File: config.mk
export PLATFORM = sky130hd
export DESIGN_NAME = ptb_top
export DESIGN_NICKNAME = d
export VERILOG_FILES = /design/src/rtl/ptb_pkg.sv /design/src/rtl/ptb_cam.sv /design/src/rtl/ptb_victim.sv /design/src/rtl/ptb_perm.sv /design/src/rtl/ptb_top.sv
export SDC_FILE = /design/constraint.sdc
export NUM_CORES = 1
export LEC_CHECK = 0
export BUFFER_PORTS_ARGS = -buffer_cell sky130_fd_sc_hd__buf_2
export CAP_MARGIN = 20
export CORE_UTILIZATION = 54
export CTS_CLUSTER_DIAMETER = 80
export DETAILED_ROUTE_END_ITERATION = 8
export PLACE_DENSITY = 0.76
export SLEW_MARGIN = 10
export SYNTH_ARGS = -nofsm -noshare
export SYNTH_HDL_FRONTEND = slang
export SYNTH_SLANG_ARGS = --single-unit
File: constraint.sdc
create_clock -name clk -period 5.9 [get_ports clk]
set_clock_uncertainty 0.1 [all_clocks]
set_input_delay 0.295 -clock clk [delete_from_list [all_inputs] [get_ports clk]]
set_output_delay 0.295 -clock clk [all_outputs]
set_load 0.01 [all_outputs]
File: src/rtl/ptb_pkg.sv
// Shared types and encodings for the page translation buffer.
// Assumes the mapping word keeps its flags in the low six bits.
package ptb_pkg;

    // Access kinds as driven on acc_kind
    localparam logic [1:0] KIND_FETCH = 2'b00;
    localparam logic [1:0] KIND_LOAD  = 2'b01;
    localparam logic [1:0] KIND_STORE = 2'b10;

    // Fault cause codes
    localparam logic [1:0] CAUSE_NOENTRY = 2'b00;
    localparam logic [1:0] CAUSE_NOEXEC  = 2'b01;
    localparam logic [1:0] CAUSE_NOWRITE = 2'b10;
    localparam logic [1:0] CAUSE_NOREAD  = 2'b11;

    // Bit positions of flags in the mapping word
    localparam int FLAG_V = 0;
    localparam int FLAG_X = 1;
    localparam int FLAG_W = 2;
    localparam int FLAG_R = 3;
    localparam int FLAG_C = 4;
    localparam int FLAG_G = 5;
    localparam int PERM_W = 5;

    // Stored permission flags, packed in the same order as word bits 4..0
    typedef struct packed {
        logic c;
        logic r;
        logic w;
        logic x;
        logic v;
    } perm_t;

endpackage

File: src/rtl/ptb_cam.sv
// Fully associative entry store with two lookup ports.
// Port A serves accesses; port B serves the software page (trap register).
// Assumes the writer never installs a second entry for a page already held,
// so at most one entry matches on either port.
module ptb_cam
    import ptb_pkg::*;
#(
    parameter  int N     = 8,
    parameter  int VPN_W = 20,
    localparam int IDX_W = $clog2(N)
) (
    input  logic             clk,
    input  logic             rst_n,
    input  logic [VPN_W-1:0] a_vpn,
    output logic             a_hit,
    output logic [VPN_W-1:0] a_ppn,
    output perm_t            a_perm,
    input  logic [VPN_W-1:0] b_vpn,
    output logic             b_hit,
    output logic [IDX_W-1:0] b_idx,
    output logic [VPN_W-1:0] b_ppn,
    output perm_t            b_perm,
    input  logic             wr_en,
    input  logic [IDX_W-1:0] wr_idx,
    input  logic [VPN_W-1:0] wr_vpn,
    input  logic [VPN_W-1:0] wr_ppn,
    input  perm_t            wr_perm,
    input  logic             inval_all
);

    logic [N-1:0]     occ_q;
    logic [VPN_W-1:0] tag_q  [N];
    logic [VPN_W-1:0] ppn_q  [N];
    perm_t            perm_q [N];
    logic [N-1:0]     a_match;
    logic [N-1:0]     b_match;

    // Occupancy flags: cleared by reset or global invalidate, set on install
    always_ff @(posedge clk) begin
        if (!rst_n) begin
            occ_q <= '0;
        end else if (inval_all) begin
            occ_q <= '0;
        end else if (wr_en) begin
            occ_q[wr_idx] <= 1'b1;
        end
    end

    // Entry payload: written on install, no reset needed
    always_ff @(posedge clk) begin
        if (wr_en) begin
            tag_q[wr_idx]  <= wr_vpn;
            ppn_q[wr_idx]  <= wr_ppn;
            perm_q[wr_idx] <= wr_perm;
        end
    end

    // Per-entry comparators on both ports
    for (genvar g = 0; g < N; g++) begin : g_match
        assign a_match[g] = occ_q[g] && (tag_q[g] == a_vpn);
        assign b_match[g] = occ_q[g] && (tag_q[g] == b_vpn);
    end

    // One-hot OR-mux of the matching entry onto each port
    always_comb begin
        a_hit  = |a_match;
        b_hit  = |b_match;
        a_ppn  = '0;
        a_perm = '0;
        b_ppn  = '0;
        b_perm = '0;
        b_idx  = '0;
        for (int i = 0; i < N; i++) begin
            if (a_match[i]) begin
                a_ppn  = a_ppn | ppn_q[i];
                a_perm = a_perm | perm_q[i];
            end
            if (b_match[i]) begin
                b_ppn  = b_ppn | ppn_q[i];
                b_perm = b_perm | perm_q[i];
                b_idx  = b_idx | IDX_W'(i);
            end
        end
    end

endmodule

File: src/rtl/ptb_victim.sv
// Round-robin replacement pointer for new installs.
// Assumes N is at least 2; it advances only when a new page takes a slot.
module ptb_victim #(
    parameter  int N     = 8,
    localparam int IDX_W = $clog2(N)
) (
    input  logic             clk,
    input  logic             rst_n,
    input  logic             advance,
    output logic [IDX_W-1:0] slot
);

    // Pointer starts at slot 0 and wraps after the last slot
    always_ff @(posedge clk) begin
        if (!rst_n) begin
            slot <= '0;
        end else if (advance) begin
            slot <= (slot == IDX_W'(N - 1)) ? '0 : slot + 1'b1;
        end
    end

endmodule

File: src/rtl/ptb_perm.sv
// Permission check: decides whether an access faults and with which cause.
// Assumes the lookup result belongs to the page of the current access.
module ptb_perm
    import ptb_pkg::*;
(
    input  logic       acc_valid,
    input  logic       xlate_on,
    input  logic [1:0] kind,
    input  logic       hit,
    input  perm_t      perm,
    output logic       fault,
    output logic [1:0] cause
);

    // Cause priority: missing/invalid first, then the right for this kind
    always_comb begin
        fault = 1'b0;
        cause = CAUSE_NOENTRY;
        if (acc_valid && xlate_on) begin
            if (!hit || !perm.v) begin
                fault = 1'b1;
                cause = CAUSE_NOENTRY;
            end else if (kind == KIND_FETCH) begin
                fault = !perm.x;
                cause = CAUSE_NOEXEC;
            end else if (kind == KIND_STORE) begin
                fault = !perm.w;
                cause = CAUSE_NOWRITE;
            end else begin
                fault = !perm.r;
                cause = CAUSE_NOREAD;
            end
        end
    end

endmodule

File: src/rtl/ptb_top.sv
// Software-loaded page translation buffer.
// Translates accesses through a small associative store, reports faults into
// the trap address register, and lets software read and install entries for
// the page held in that register. Assumes OFF_W >= 6 so the flags fit below
// the page number.
module ptb_top
    import ptb_pkg::*;
#(
    parameter int VA_W      = 32,
    parameter int OFF_W     = 12,
    parameter int N_ENTRIES = 8
) (
    input  logic            clk,
    input  logic            rst_n,
    input  logic            xlate_on,
    input  logic            acc_valid,
    input  logic [1:0]      acc_kind,
    input  logic [VA_W-1:0] acc_vaddr,
    output logic [VA_W-1:0] acc_paddr,
    output logic            acc_fault,
    output logic [1:0]      acc_cause,
    input  logic            tma_wr_en,
    input  logic [VA_W-1:0] tma_wr_data,
    output logic [VA_W-1:0] tma_rd_data,
    input  logic            map_wr_en,
    input  logic [VA_W-1:0] map_wr_data,
    output logic [VA_W-1:0] map_rd_data
);

    localparam int VPN_W = VA_W - OFF_W;
    localparam int IDX_W = $clog2(N_ENTRIES);
    localparam int GAP_W = OFF_W - PERM_W;

    logic             a_hit, b_hit;
    logic [VPN_W-1:0] a_ppn, b_ppn;
    perm_t            a_perm, b_perm, wr_perm;
    logic [IDX_W-1:0] b_idx, victim, wr_idx;
    logic             inval_all, install, advance;
    logic [VA_W-1:0]  tma_q;

    // Decode of a mapping write: global invalidate or install
    always_comb begin
        inval_all = map_wr_en && map_wr_data[FLAG_G] && !map_wr_data[FLAG_V];
        install   = map_wr_en && !inval_all;
        advance   = install && !b_hit;
        wr_idx    = b_hit ? b_idx : victim;
        wr_perm   = perm_t'(map_wr_data[PERM_W-1:0]);
    end

    ptb_cam #(.N(N_ENTRIES), .VPN_W(VPN_W)) cam_i (
        .clk       (clk),
        .rst_n     (rst_n),
        .a_vpn     (acc_vaddr[VA_W-1:OFF_W]),
        .a_hit     (a_hit),
        .a_ppn     (a_ppn),
        .a_perm    (a_perm),
        .b_vpn     (tma_q[VA_W-1:OFF_W]),
        .b_hit     (b_hit),
        .b_idx     (b_idx),
        .b_ppn     (b_ppn),
        .b_perm    (b_perm),
        .wr_en     (install),
        .wr_idx    (wr_idx),
        .wr_vpn    (tma_q[VA_W-1:OFF_W]),
        .wr_ppn    (map_wr_data[VA_W-1:OFF_W]),
        .wr_perm   (wr_perm),
        .inval_all (inval_all)
    );

    ptb_victim #(.N(N_ENTRIES)) victim_i (
        .clk     (clk),
        .rst_n   (rst_n),
        .advance (advance),
        .slot    (victim)
    );

    ptb_perm perm_i (
        .acc_valid (acc_valid),
        .xlate_on  (xlate_on),
        .kind      (acc_kind),
        .hit       (a_hit),
        .perm      (a_perm),
        .fault     (acc_fault),
        .cause     (acc_cause)
    );

    // Address out: substitute the page on a hit in translate mode
    always_comb begin
        if (xlate_on && a_hit) begin
            acc_paddr = {a_ppn, acc_vaddr[OFF_W-1:0]};
        end else begin
            acc_paddr = acc_vaddr;
        end
    end

    // Trap address register: fault capture beats a software write
    always_ff @(posedge clk) begin
        if (!rst_n) begin
            tma_q <= '0;
        end else if (acc_fault) begin
            tma_q <= {acc_vaddr[VA_W-1:2], acc_cause};
        end else if (tma_wr_en) begin
            tma_q <= tma_wr_data;
        end
    end

    // Read views: trap register and the entry for its page
    always_comb begin
        tma_rd_data = tma_q;
        if (b_hit) begin
            map_rd_data = {b_ppn, {GAP_W{1'b0}}, b_perm};
        end else begin
            map_rd_data = '0;
        end
    end

endmodule

# Word level (Yosys, flattened, before mapping)
# Memory sizes are Yosys's and may differ from the RTL's.
# Index checks and enable logic that the tools add are counted.
[classes]
mux = 57
addsub = 1
reduce_logical = 37
div_mod_pow = 0
n_mul = 0
n_bitwise = 30
eq_ne = 18
magnitude_cmp = 2
n_shift = 0
[op_table]
columns = ["operator", "count"]
rows = [
  ["$eq A20 B20 Y1", 16],
  ["$mux W20", 16],
  ["$or A20 B20 Y20", 14],
  ["$mux W32", 4],
  ["$mux W5", 8],
  ["$or A5 B5 Y5", 7],
  ["$mux W4", 8],
  ["$or A4 B4 Y4", 7],
  ["$logic_and A1 B1 Y1", 23],
  ["$mux W3", 6],
  ["$reduce_or A8 Y1", 2],
  ["$mux W2", 5],
  ["$mux W1", 9],
  ["$logic_not A1 Y1", 8],
  ["$or A8 B8 Y8", 1],
  ["$lt A3 B4 Y1 const B", 1],
  ["$add A3 B1 Y3 const B", 1],
  ["$demux W1 S3", 1],
  ["$eq A3 B3 Y1 const B", 1],
  ["$ge A3 B1 Y1 const B", 1],
  ["$eq A2 B2 Y1 const B", 1],
  ["$logic_not A2 Y1", 1],
  ["$reduce_bool A2 Y1", 1],
  ["$reduce_or A2 Y1", 1],
  ["other kinds (2)", 2],
]
[word_totals]
latch_bits = 0
ram_bits = 360
out_inout_bits = 99
n_memories = 3
rom_bits = 0
input_bits = 104
register_bits = 43
[memory_table]
columns = ["memory", "depth", "word_bits", "rd", "rd_clocked_by_memory_dff", "write_ports", "line_no", "rtl"]
rows = [
  ["cam_i.ppn_q", 8, 20, 8, 0, 1, "ptb_cam.sv:33", "logic [VPN_W-1:0] ppn_q [N];"],
  ["cam_i.tag_q", 8, 20, 8, 0, 1, "ptb_cam.sv:32", "logic [VPN_W-1:0] tag_q [N];"],
  ["cam_i.perm_q", 8, 5, 8, 0, 1, "ptb_cam.sv:34", "perm_t perm_q [N];"],
]

# Depth between registers and ports, before layout
# Gate-level depths: netlist (run 1).
# An unclocked memory read counts as a cell.
[depth]
depth_word = 24
depth_mapped = 13
depth_no_buf = 9

# Cells and area by module
# From an unflattened synthesis (run 1), not the netlist that was laid out.
[unflattened]
hier_cells = 1828
area_unflattened_um2 = 21470.6
[by_module_without_submodules]
columns = ["module", "seq_area_each_um2", "area_each_um2", "cells_per_inst", "n_inst"]
rows = [
  ["ptb_cam", 10970.5, 18895.6, 1584, 1],
  ["ptb_top", 640.6, 2364.8, 221, 1],
  ["ptb_victim", 60.1, 147.6, 13, 1],
  ["ptb_perm", 0.0, 62.6, 10, 1],
]

# Worst setup path before layout (run 1)
# OpenSTA, ideal clock, no wires.
[synth_timing]
kind = "register to register"
startpoint = "register tma_q[28], in the netlist tma_rd_data[28]"
endpoint = "memory cam_i.perm_q[5][0] in the netlist's numbering, enable pin"
t_arrival_ns = 5.905
t_required_ns = 5.294
synth_period_minus_slack_ns = 6.511
setup_slack_ns = -0.611
setup_time_ns = 0.506
path_stages_with_launch = 10
n_path_buf = 1
cell_sequence = "dfxtp_1 -> clkbuf_1 -> xor2_1 -> nor4_1 -> nand4_1 -> nor4_2 -> nor4_1 -> and3b_1 -> or3_1 -> nor3_1"
[synth_via]
elab_chain_cells = 10
word_cells_on_any_way = 25
cone_classes = "8 x eq/ne; 8 x mux; 9 x reduce/logical"
[synth_lines]
columns = ["item", "line_no", "rtl"]
rows = [
  ["start: declaration", "ptb_top.sv:39", "logic [VA_W-1:0] tma_q;"],
  ["start signal: assignment", "ptb_top.sv:101", "tma_q <= {acc_vaddr[VA_W-1:2], acc_cause};"],
  ["start signal: assignment", "ptb_top.sv:103", "tma_q <= tma_wr_data;"],
  ["$eq A20 B20 Y1", "ptb_cam.sv:61", "assign b_match[g] = occ_q[g] && (tag_q[g] == b_vpn);"],
  ["$logic_and A1 B1 Y1", "ptb_cam.sv:61", ""],
  ["$mux W1", "ptb_cam.sv:78", "if (b_match[i]) begin"],
  ["$mux W2 (2 in a row)", "ptb_cam.sv:78", ""],
  ["$mux W3 (4 in a row)", "ptb_cam.sv:78", ""],
  ["$mux W3 (*)", "ptb_top.sv:46", "wr_idx = b_hit ? b_idx : victim;"],
  ["end: declaration", "ptb_cam.sv:34", ""],
]
# Mark *: on every way between the ends. The rest lies on a longest branch, timed or not.

==> results of run 1 <==
[per-layer routing]
layer	up-vias	global-route usage [%]	part of all wire [%]
met1	7196	45.5	37
met3	210	7.13	12
met2	1105	52.0	46
met4	0	15.3	4.7
met5	-	0	0
li1	6140	-	-
[area by class of cell]
class,instances,area (µm²),share of cell area (%)
tap,461,577,2.53
multi-input combinational,939,7450,32.6
sequential,403,11700,51.1
clock inverter,17,108,0.471
timing repair buffer,289,1830,8.03
inverter,11,41.3,0.181
clock buffer,53,1150,5.06
[metrics by stage]
step	setup TNS, ns	instances	hold slack (ns)	util [%]
finish	0	2173	0.00591	64.2
global route	0	2173	0.0131	64.2
CTS	0	2173	0.00433	64.2
detailed placement	0	2062	0.396	59.5
global placement	0	2062	0.385	59.5
floorplan	-111.40	1465	0.294	-
[worst reg2reg max path, cell delays in order, from the launching register on]
cell and delay (ns):
sky130_fd_sc_hd__dfxtp_1 0.87, sky130_fd_sc_hd__xor2_1 0.16, sky130_fd_sc_hd__nor4_1 0.27, sky130_fd_sc_hd__nand4_1 0.23
sky130_fd_sc_hd__nor4_4 0.79, sky130_fd_sc_hd__nor4_1 0.27, sky130_fd_sc_hd__and3b_1 0.27, sky130_fd_sc_hd__or3_1 0.47
sky130_fd_sc_hd__nor3_2 0.21, sky130_fd_sc_hd__buf_4 0.65
[Yosys cell counts (5+ instances only)]
cell                         n
sky130_fd_sc_hd__buf_2      24
sky130_fd_sc_hd__clkbuf_1   61
sky130_fd_sc_hd__nor4_1     61
sky130_fd_sc_hd__and4_1      5
sky130_fd_sc_hd__a22oi_1    92
sky130_fd_sc_hd__a22o_1     47
sky130_fd_sc_hd__inv_1      10
sky130_fd_sc_hd__nand4_1    51
sky130_fd_sc_hd__dfxtp_1    43
sky130_fd_sc_hd__edfxtp_1  360
sky130_fd_sc_hd__mux2i_1    30
sky130_fd_sc_hd__xnor2_1   147
sky130_fd_sc_hd__nor3_1     19
sky130_fd_sc_hd__nand3_1    46
sky130_fd_sc_hd__or4_1      10
sky130_fd_sc_hd__nor2b_1     5
sky130_fd_sc_hd__o21ai_0     6
sky130_fd_sc_hd__nor2_1     43
sky130_fd_sc_hd__a21o_1     20
sky130_fd_sc_hd__a211oi_2   20
sky130_fd_sc_hd__nand2_1     7
sky130_fd_sc_hd__a221oi_1   46
sky130_fd_sc_hd__o21a_1      9
sky130_fd_sc_hd__a31oi_1    21
sky130_fd_sc_hd__a211oi_1   11
sky130_fd_sc_hd__xor2_1    175
sky130_fd_sc_hd__buf_4      23
sky130_fd_sc_hd__nor4_2      8
[power by group through the flow]
stage	combinational, mW	clock, mW	sequential (mW)
6_report	0.550	2.49	3.27
5_1_grt	0.581	2.60	3.28
4_1_cts	0.539	2.48	3.27
3_5_place_dp	0.514	0	3.33
3_3_place_gp	0.506	0	3.33
2_1_floorplan	0.321	0	3.29
[cell families (layout without fill, tap and decap cells)]
family	after synthesis	after routing	synth area share, %
compound gates	296	296	12.4
xor+xnor	322	322	14.5
fa+ha+maj	2	2	0.128
buf+inv	123	370	3.04
flops	403	403	59.8
mux	30	30	1.54
other cells	1	7	0.0192
simple gates	282	282	8.62
[worst max-delay path by stage]
stage,from,end,slack (ns)
after floorplan,tma_rd_data[28]$_SDFFE_PN0P_,cam_i.perm_q[5][0]$_DFFE_PP_,-0.61
after global routing,cam_i.tag_q[6][5]$_DFFE_PP_,acc_fault,1.06
final,cam_i.tag_q[6][5]$_DFFE_PP_,acc_fault,1.15
after detailed placement,tma_rd_data[18]$_SDFFE_PN0P_,cam_i.ppn_q[5][12]$_DFFE_PP_,1.33
after CTS,cam_i.tag_q[6][5]$_DFFE_PP_,acc_fault,1.19
after global placement,tma_rd_data[18]$_SDFFE_PN0P_,cam_i.ppn_q[5][18]$_DFFE_PP_,1.33
[flip-flops by register name, indices dropped and copies added, names as in the netlist]
signal / flops
cam_i.tag_q: 160
cam_i.occ_q: 8
cam_i.perm_q: 40
tma_rd_data: 32
cam_i.ppn_q: 160
victim_i.slot: 3
==> results.txt, run 1 <==
The critical path contains buffers and inverters numbering 2 combined. Global routing consumed, over all layers together, about 34% of the routing resources. The length in cells of the worst reg-to-reg path came out at 9. In this run the critical register-to-register path is launched from tma_rd_data[18]$_SDFFE_PN0P_.

The die height is 192 µm. In the final layout, the share of cells above drive strength 1 is 20.6%. The number of global-route vias before repair came out at around 14000. The via density per instance is 6.74. The hold violation total from the final report is 0. The starting density of the core came out at a little over half.

In the layout the commonest cells are 360 x sky130_fd_sc_hd__edfxtp_1, 185 x sky130_fd_sc_hd__buf_2, 175 x sky130_fd_sc_hd__xor2_1, 147 x sky130_fd_sc_hd__xnor2_1, 92 x sky130_fd_sc_hd__a22oi_1. The post-route worst setup slack is between 1 and 1.5 ns. Buffers placed on the I/O ports in this run total 185. The total number of cells along the worst setup path is 9. The floorplan core area is 35600 µm². The filler cells instantiated in the layout total 2648. The die is around 190 µm wide. The switching power summed over all nets came out at approximately 1.5 mW.

Detailed routing inserted a total of 14700 vias. Clock-pin slew was measured on the worst setup and hold paths at 0.06 ns. The weighted congestion at the end of routability-driven global placement is between 0.9 and 1. The top-level I/O count came out at 203.

The highest achievable clock rate is between 200 and 250 MHz. The die covers approximately 37000 µm². Leaving out fill and tap cells, the most frequent cell in the layout is sky130_fd_sc_hd__edfxtp_1. The maximum buffer depth of the clock tree is 3. OpenSTA, run right after detailed placement, puts the worst setup slack at 1.33 ns. The first-pass GRT wire length is 89.8 mm.

The data arrival time of the worst path came out at approximately 4.4 ns. Setup repair after global routing left no endpoint under its margin. The fraction of synthesis flops using an asynchronous set or reset pin is 0%.

The global-route congestion overflow total came out at 0. The count of nets left with antenna violations once routing finished came out at 0. The flow ran to the end, and the final reports show no timing, DRC or antenna violations.

The cell sitting at the root of the clock tree is a sky130_fd_sc_hd__clkbuf_16. The number of antenna violations at the first check in global routing was 1. In this design, the largest share of critical-path delay is due to compound AO/OA/AOI/OAI gates. The slowest cell on the critical path is sky130_fd_sc_hd__o31ai_4. Across all register-to-register paths, the minimum setup slack is between 1 and 1.5 ns. The final number of max-transition violations is 0.

The synthesized instance count came out at around 1500. The transition at the pin with the smallest max-transition slack came out at roughly 1.2 ns. The number of sinks driven by the clock tree is a little over 400. The first detailed-routing pass took 6 iterations. The antenna diode instance count is 0. After the first detailed-routing iteration, the DRC count stood at around 1700. The clock tree from TritonCTS is done.

The power share of the clock group is 39.4%. The data required time at the worst endpoint came out at 5.51 ns. The CTS buffer count is just over 40.

The power density normalized to cell area is ~280 nW/µm². The synthesized cell area is approximately 20000 µm². The normalized max-slew margin came out at between 20 and 25%.

The worst setup path is launched from a flop. For the worst-skew pair, the clock arrives at the later sink with an insertion delay of between 0.5 and 0.6 ns. In this run, synthesis produced a sequential element count of just over 400. The area share of the largest cell type after synthesis came out at 55.4%. The post-detailed-route DRC marker count came out at 0. The most area-hungry cell type in the Yosys netlist is sky130_fd_sc_hd__edfxtp_1. The sequential cell area fraction in the yosys report is about three fifths.

The switching share of total power is 23.7%. Once detailed placement completed, the half-perimeter wirelength came to approximately 40 mm. The endpoint identified for the worst register-to-register timing path is cam_i.tag_q[5][1]$_DFFE_PP_.

The max-cap check violation count came out at 0. The most used flip-flop cell after synthesis is sky130_fd_sc_hd__edfxtp_1. The number of H-tree branching levels came out at 2.

The worst vdd rail ir drop is 0.228 mV. The path with the worst hold slack has its endpoint at tma_rd_data[4]$_SDFFE_PN0P_. The count of warnings emitted by yosys is 0.

The maximum number of pins on one net before global-route repair came out at 47. The sum of routed wire length over all layers came out at 62.0 mm. The placement-stage cell area is approximately 21000 µm². After layout, the design draws a total of 6.31 mW.

The worst hold path belongs to the class input pin to flop. The finished layout cell area came out at 22800 µm². The area growth from synthesis to layout is 17.1%. The count of cell types in the netlist came out at 59. The final critical delay including setup and external delays is approximately 4.7 ns. The library cell appearing most often on the critical path is sky130_fd_sc_hd__or4_1. The largest incremental delay on the critical path came out at about 0.73 ns. The kind of end point of the critical path is a primary output. The buffer count from post-CTS setup fixing came out at 0. The number of enable-type register cells in the synthesized netlist is 360. The total of endpoints with negative setup slack in the final report came out at 0. After detailed routing, the average wire length per cell comes to about 29 µm.

Combinational cells account for under 10% of the total power. The count of hold-fix buffers inserted at cts came out at around 40. Summed over all cells, the static leakage comes to just over 8 nW. Dividing the synthesized area by the synthesized cell count gives about 13 µm². The cell row count is 69. By area the synthesized netlist is led by sky130_fd_sc_hd__edfxtp_1 55%, sky130_fd_sc_hd__xor2_1 7.9%, sky130_fd_sc_hd__xnor2_1 6.6%. The post-CTS resize count came out at 0. In the finished design, the share of the clock period the worst path needs comes to 80.4%. The signal on the critical path passes through xor2_1 -> or4_1 -> or4_1 -> o32ai_1 -> nor4_1 -> a41o_1 -> o31ai_4 -> inv_1 -> buf_2. Cell internal power was estimated by the tool at roughly 4.8 mW. The total number of nets in the final design is around 1800. The depth of the worst hold-timing path came out at 3. Sequential cells burn 51.9% of the power.

The category of the most critical setup path is flop to primary output. The startpoint of the lowest-slack hold path is acc_vaddr[4]. The largest fanout of any net on the critical path is 15.
(Power assumes the default switching activity.)
==> inputs of run 2 (changes only) <==
--- a/config.mk
+++ b/config.mk
@@ -5,12 +5,13 @@
 export SDC_FILE = /design/constraint.sdc
 export NUM_CORES = 1
 export LEC_CHECK = 0
+export ABC_AREA = 1
 export BUFFER_PORTS_ARGS = -buffer_cell sky130_fd_sc_hd__buf_2
 export CAP_MARGIN = 20
-export CORE_UTILIZATION = 54
+export CORE_UTILIZATION = 55
 export CTS_CLUSTER_DIAMETER = 80
 export DETAILED_ROUTE_END_ITERATION = 8
-export PLACE_DENSITY = 0.76
+export PLACE_DENSITY = 0.77
 export SLEW_MARGIN = 10
 export SYNTH_ARGS = -nofsm -noshare
 export SYNTH_HDL_FRONTEND = slang
==> constraint.sdc (replaced) <==
create_clock -name clk -period 4.35 [get_ports clk]
set_clock_uncertainty 0.1 [all_clocks]
set_input_delay 0.2175 -clock clk [delete_from_list [all_inputs] [get_ports clk]]
set_output_delay 0.2175 -clock clk [all_outputs]
set_load 0.01 [all_outputs]
==> results.txt, run 2 <==
The run finished with clean final reports. The first global-routing pass estimated 142 mm of wire. Yosys instantiated no cell more often than sky130_fd_sc_hd__nand2_1. The number of antenna violations at the first check in global routing came to 2. The all-layer global routing usage is between 40 and 50%. The worst setup path is captured at a flop.

Synthesis instantiated 39 different standard cells from the library. Traced cell by cell, the critical path runs through nand2_2 -> o21ai_1 -> nor2_1 -> nand3b_1 -> nor2_1 -> nand3_1 -> nor2_1 -> nor2_1 -> nand3_2 -> nand2_2 -> nand2_4 -> nand2_4 -> nand2_1 -> nand2_1 -> dlygate4sd3_1 -> a21oi_1. The clock latency reported for the late side of the worst-skew pair came out at between 0.6 and 0.7 ns. In this run the count of I/O pins placed on the die edge is around 200.

The pre-CTS setup slack is about 0.95 ns. In the layout the commonest cells are 851 x sky130_fd_sc_hd__nand2_1, 360 x sky130_fd_sc_hd__edfxtp_1, 300 x sky130_fd_sc_hd__inv_1, 285 x sky130_fd_sc_hd__nor2_1, 185 x sky130_fd_sc_hd__buf_2. Buffers added to address setup during post-CTS repair amount to 0. CTS saw roughly 400 sinks. The average cell area after synthesis came out at 8.40 µm². The summed negative setup slack over all endpoints came out at 0 ns. The switching power summed over all nets came out at around 2.7 mW. The number of global-route vias before repair came out at between 20000 and 25000.

Setup slack on the critical path of the routed design comes to between 0.5 and 0.6 ns. The floorplan has 73 rows. For flop-to-flop paths, the worst setup slack is 0.50 ns.

The synthesized netlist devotes 10.3% of its cell area to compound gates. The final number of max-transition violations came to 0. The area growth from synthesis to final layout is 19.4%. The global-route congestion overflow total came out at 0. The post-detailed-route DRC marker count is 0. The total number of nets in the final design is ~3100. The synthesized design spends more area on one cell type than any other, namely sky130_fd_sc_hd__edfxtp_1. STA puts the critical path data required time at ~4.7 ns.

Data on the critical path arrives at its endpoint at ~4.2 ns. The weighted congestion at the end of routability-driven global placement is roughly 1.1. The normalized max-slew margin came out at between 20% and 30%. The post-route clock period utilization is 88.5%. The detailed placer's ending HPWL is ~67 mm. The category of the most critical setup path is flop to flop. The startpoint of the lowest-slack hold path is map_wr_en.

The maximum number of pins on one net before global-route repair is 43. The number of synthesized register bits is between 400 and 500. The most common cell after layout, fill and taps aside is sky130_fd_sc_hd__nand2_1. The share of power burned in registers came out at between 40% and 50%. The largest fanout of any net on the critical path came out at 31. The via density per instance came out at approximately 6.4.

By area, the combinational part of the netlist is dominated by simple AND/OR/NAND/NOR gates. The hold violation total from the final report came out at 0. Counting instances, the worst hold path has a depth of 5. The clock tree synthesis step divided the H-tree into 2 levels. The register area is about 12000 µm². The number of enable-type register cells in the synthesized netlist is 360.

The area share of xor/xnor cells in the synthesized design came out at ~2.7%. The maximum buffer depth of the clock tree is 3. The tool flagged a number of max-cap violations equal to 0. In this run the critical register-to-register path is captured at tma_rd_data[6]$_SDFFE_PN0P_.

After synthesis, flip-flops and latches occupy between 50 and 60% of the total area. The sum of routed wire length over all layers is ~100 mm. The length in cells of the worst reg-to-reg path is 16.

The routed layout has around 23000 vias. Dividing the detail-routed wire length by the instance count gives 28.2 µm. Among all flip-flop cells after synthesis, the most frequent one is sky130_fd_sc_hd__edfxtp_1. STA classifies the critical path startpoint as a flop. In this run the cell area of the synthesized design comes to between 20000 and 25000 µm². The synthesized instance count came out at 2647. After synthesis, the largest area contributor takes up roughly 50% of total cell area.

The final antenna-violating net count came out at 0. In the post-synthesis netlist, the biggest area contributors are sky130_fd_sc_hd__edfxtp_1 49%, sky130_fd_sc_hd__nand2_1 14%, sky130_fd_sc_hd__inv_1 5.1%. TritonCTS built the clock tree.

The root buffer cell is sky130_fd_sc_hd__clkbuf_16. The number of fill cells came out at 3250. The internal power summed over all cells is around 7.1 mW.

The first TritonRoute pass finished after 7 iterations. The fraction of synthesis flops using an asynchronous set or reset pin is 0%. In this run, the combinational gates consume approximately 14% of the power. The die height came out at between 200 and 250 µm. The count of buffers from port buffering is around 190. In this run switching power makes up between 20 and 30% of total power. The static power due to leakage is between 10 and 15 nW. The multiplexer area fraction after synthesis came out at 0%. Setup repair after global routing left no endpoint under its margin. The slowest stage of the critical path is the sky130_fd_sc_hd__dlygate4sd3_1 cell.

The count of warnings emitted by yosys came out at 0. The CTS buffer count is between 40 and 50. The final critical delay including setup and external delays is 3.85 ns. By count the netlist is led by 851 x sky130_fd_sc_hd__nand2_1, 360 x sky130_fd_sc_hd__edfxtp_1, 303 x sky130_fd_sc_hd__inv_1, 287 x sky130_fd_sc_hd__nor2_1, 107 x sky130_fd_sc_hd__o22ai_1. The area of combinational cells with multiple inputs is roughly 8700 µm². The largest single stage delay on the critical path is about 0.56 ns. The reg-to-reg startpoint is cam_i.tag_q[7][19]$_DFFE_PP_. The clock transition at the registers of the reported paths is approximately 0.060 ns. The most numerous cell type found on the critical path is sky130_fd_sc_hd__nor2_1. The worst vdd rail ir drop is 0.345 mV. At the pin with the least slew margin, the transition time is around 1.1 ns. The highest achievable clock rate is ~260 MHz.

Once the floorplan was initialized, standard cells occupied a little under three fifths of the core. The largest registers in the layout are cam_i.ppn_q: 160 flops, cam_i.tag_q: 160 flops, cam_i.perm_q: 40 flops. For this design the ratio of total power to cell area is about 370 nW/µm². Setup violations remaining at the end of the flow were counted as 0.

The overall die width is 203 µm. The worst hold path terminates at victim_i.slot[2]$_SDFFE_PN0P_. Of the total synthesized cell area, the portion taken by full adders, half adders and majority gates is 0.113%. After Yosys synthesis, and, or, nand and nor cells account for between 20 and 30% of the synthesized area.

The ratio of cells with drive above 1 in the final layout came out at between 10% and 20%. The power share of the clock group came out at between 40% and 50%. The tightest min-delay check is of the input pin to flop type. The floorplan core area came out at approximately 40000 µm². The number of DRC violations after detailed-routing iteration 0 is 3246. The die area came out at ~41000 µm².
==> run 2: routing by layer <==
layer,wire length (µm),vias to the layer above,track usage (%)
li1,-,9548,-
met5,0,-,0
met2,41800,2078,70.8
met4,7180,0,30.0
met3,15700,491,12.7
met1,34900,10400,63.7
==> run 2: cells by family after synthesis <==
logic type      after synthesis
simple gates               1372
other cells                   1
compound gates              354
xor+xnor                     69
buf+inv                     446
flops                       403
fa+ha+maj                     2
==> run 2: area by class of cell <==
class	instances	share of cell area, %
Timing Repair Buffer	384	10.5
Multi-Input combinational cell	1804	32.6
Tap cell	525	2.47
Inverter	333	4.74
Antenna cell	3	0.0283
Clock inverter	25	0.976
Clock buffer	58	4.70
Sequential cell	403	44.0
==> run 2: timing repair <==
action,CTS,global route
resized for setup,0,0
hold buffers,68,0
setup endpoints to repair,0,0
hold endpoints to repair,233,0
==> run 2: how the worst max path moves through the flow <==
stage,slack [ns],endpoint,from
floorplan,0.13,cam_i.perm_q[3][0]$_DFFE_PP_,tma_rd_data[29]$_SDFFE_PN0P_
global placement,0.92,tma_rd_data[20]$_SDFFE_PN0P_,acc_vaddr[21]
detailed placement,0.95,tma_rd_data[20]$_SDFFE_PN0P_,acc_vaddr[21]
CTS,0.64,map_rd_data[12],tma_rd_data[24]$_SDFFE_PN0P_
global route,0.49,map_rd_data[25],tma_rd_data[28]$_SDFFE_PN0P_
finish,0.50,tma_rd_data[6]$_SDFFE_PN0P_,cam_i.tag_q[7][19]$_DFFE_PP_
==> run 2: critical path, delay by kind of cell, from the launching register on <==
| family | cells | cell delay [ns] |
|---|---|---|
| buffers and inverters | 1 | 0.56 |
| AND/OR/NAND/NOR | 13 | 2.24 |
| flip-flops | 1 | 0.49 |
| AO/OA/AOI/OAI | 2 | 0.33 |
==> run 2: power by group through the flow <==
stage                     clock network, mW  logic, mW  registers (mW)
final                                  4.01       1.34            4.47
after global routing                   4.10       1.37            4.48
after CTS                              3.95       1.26            4.46
after detailed placement                  0       1.20            4.54
after global placement                    0       1.19            4.53
after floorplan                           0      0.620            4.54
==> run 2: metrics by stage <==
stage	util [%]	instances	cell area [µm²]	power, mW	hold WS [ns]
4_1_cts	66.6	3532	26500	9.67	0.00990
3_3_place_gp	61.1	3380	24300	5.72	0.335
3_5_place_dp	61.1	3381	24300	5.74	0.335
2_1_floorplan	-	2653	22300	5.16	0.216
6_report	66.7	3535	26500	9.81	0.0130
5_1_grt	66.6	3532	26500	9.95	0.0958
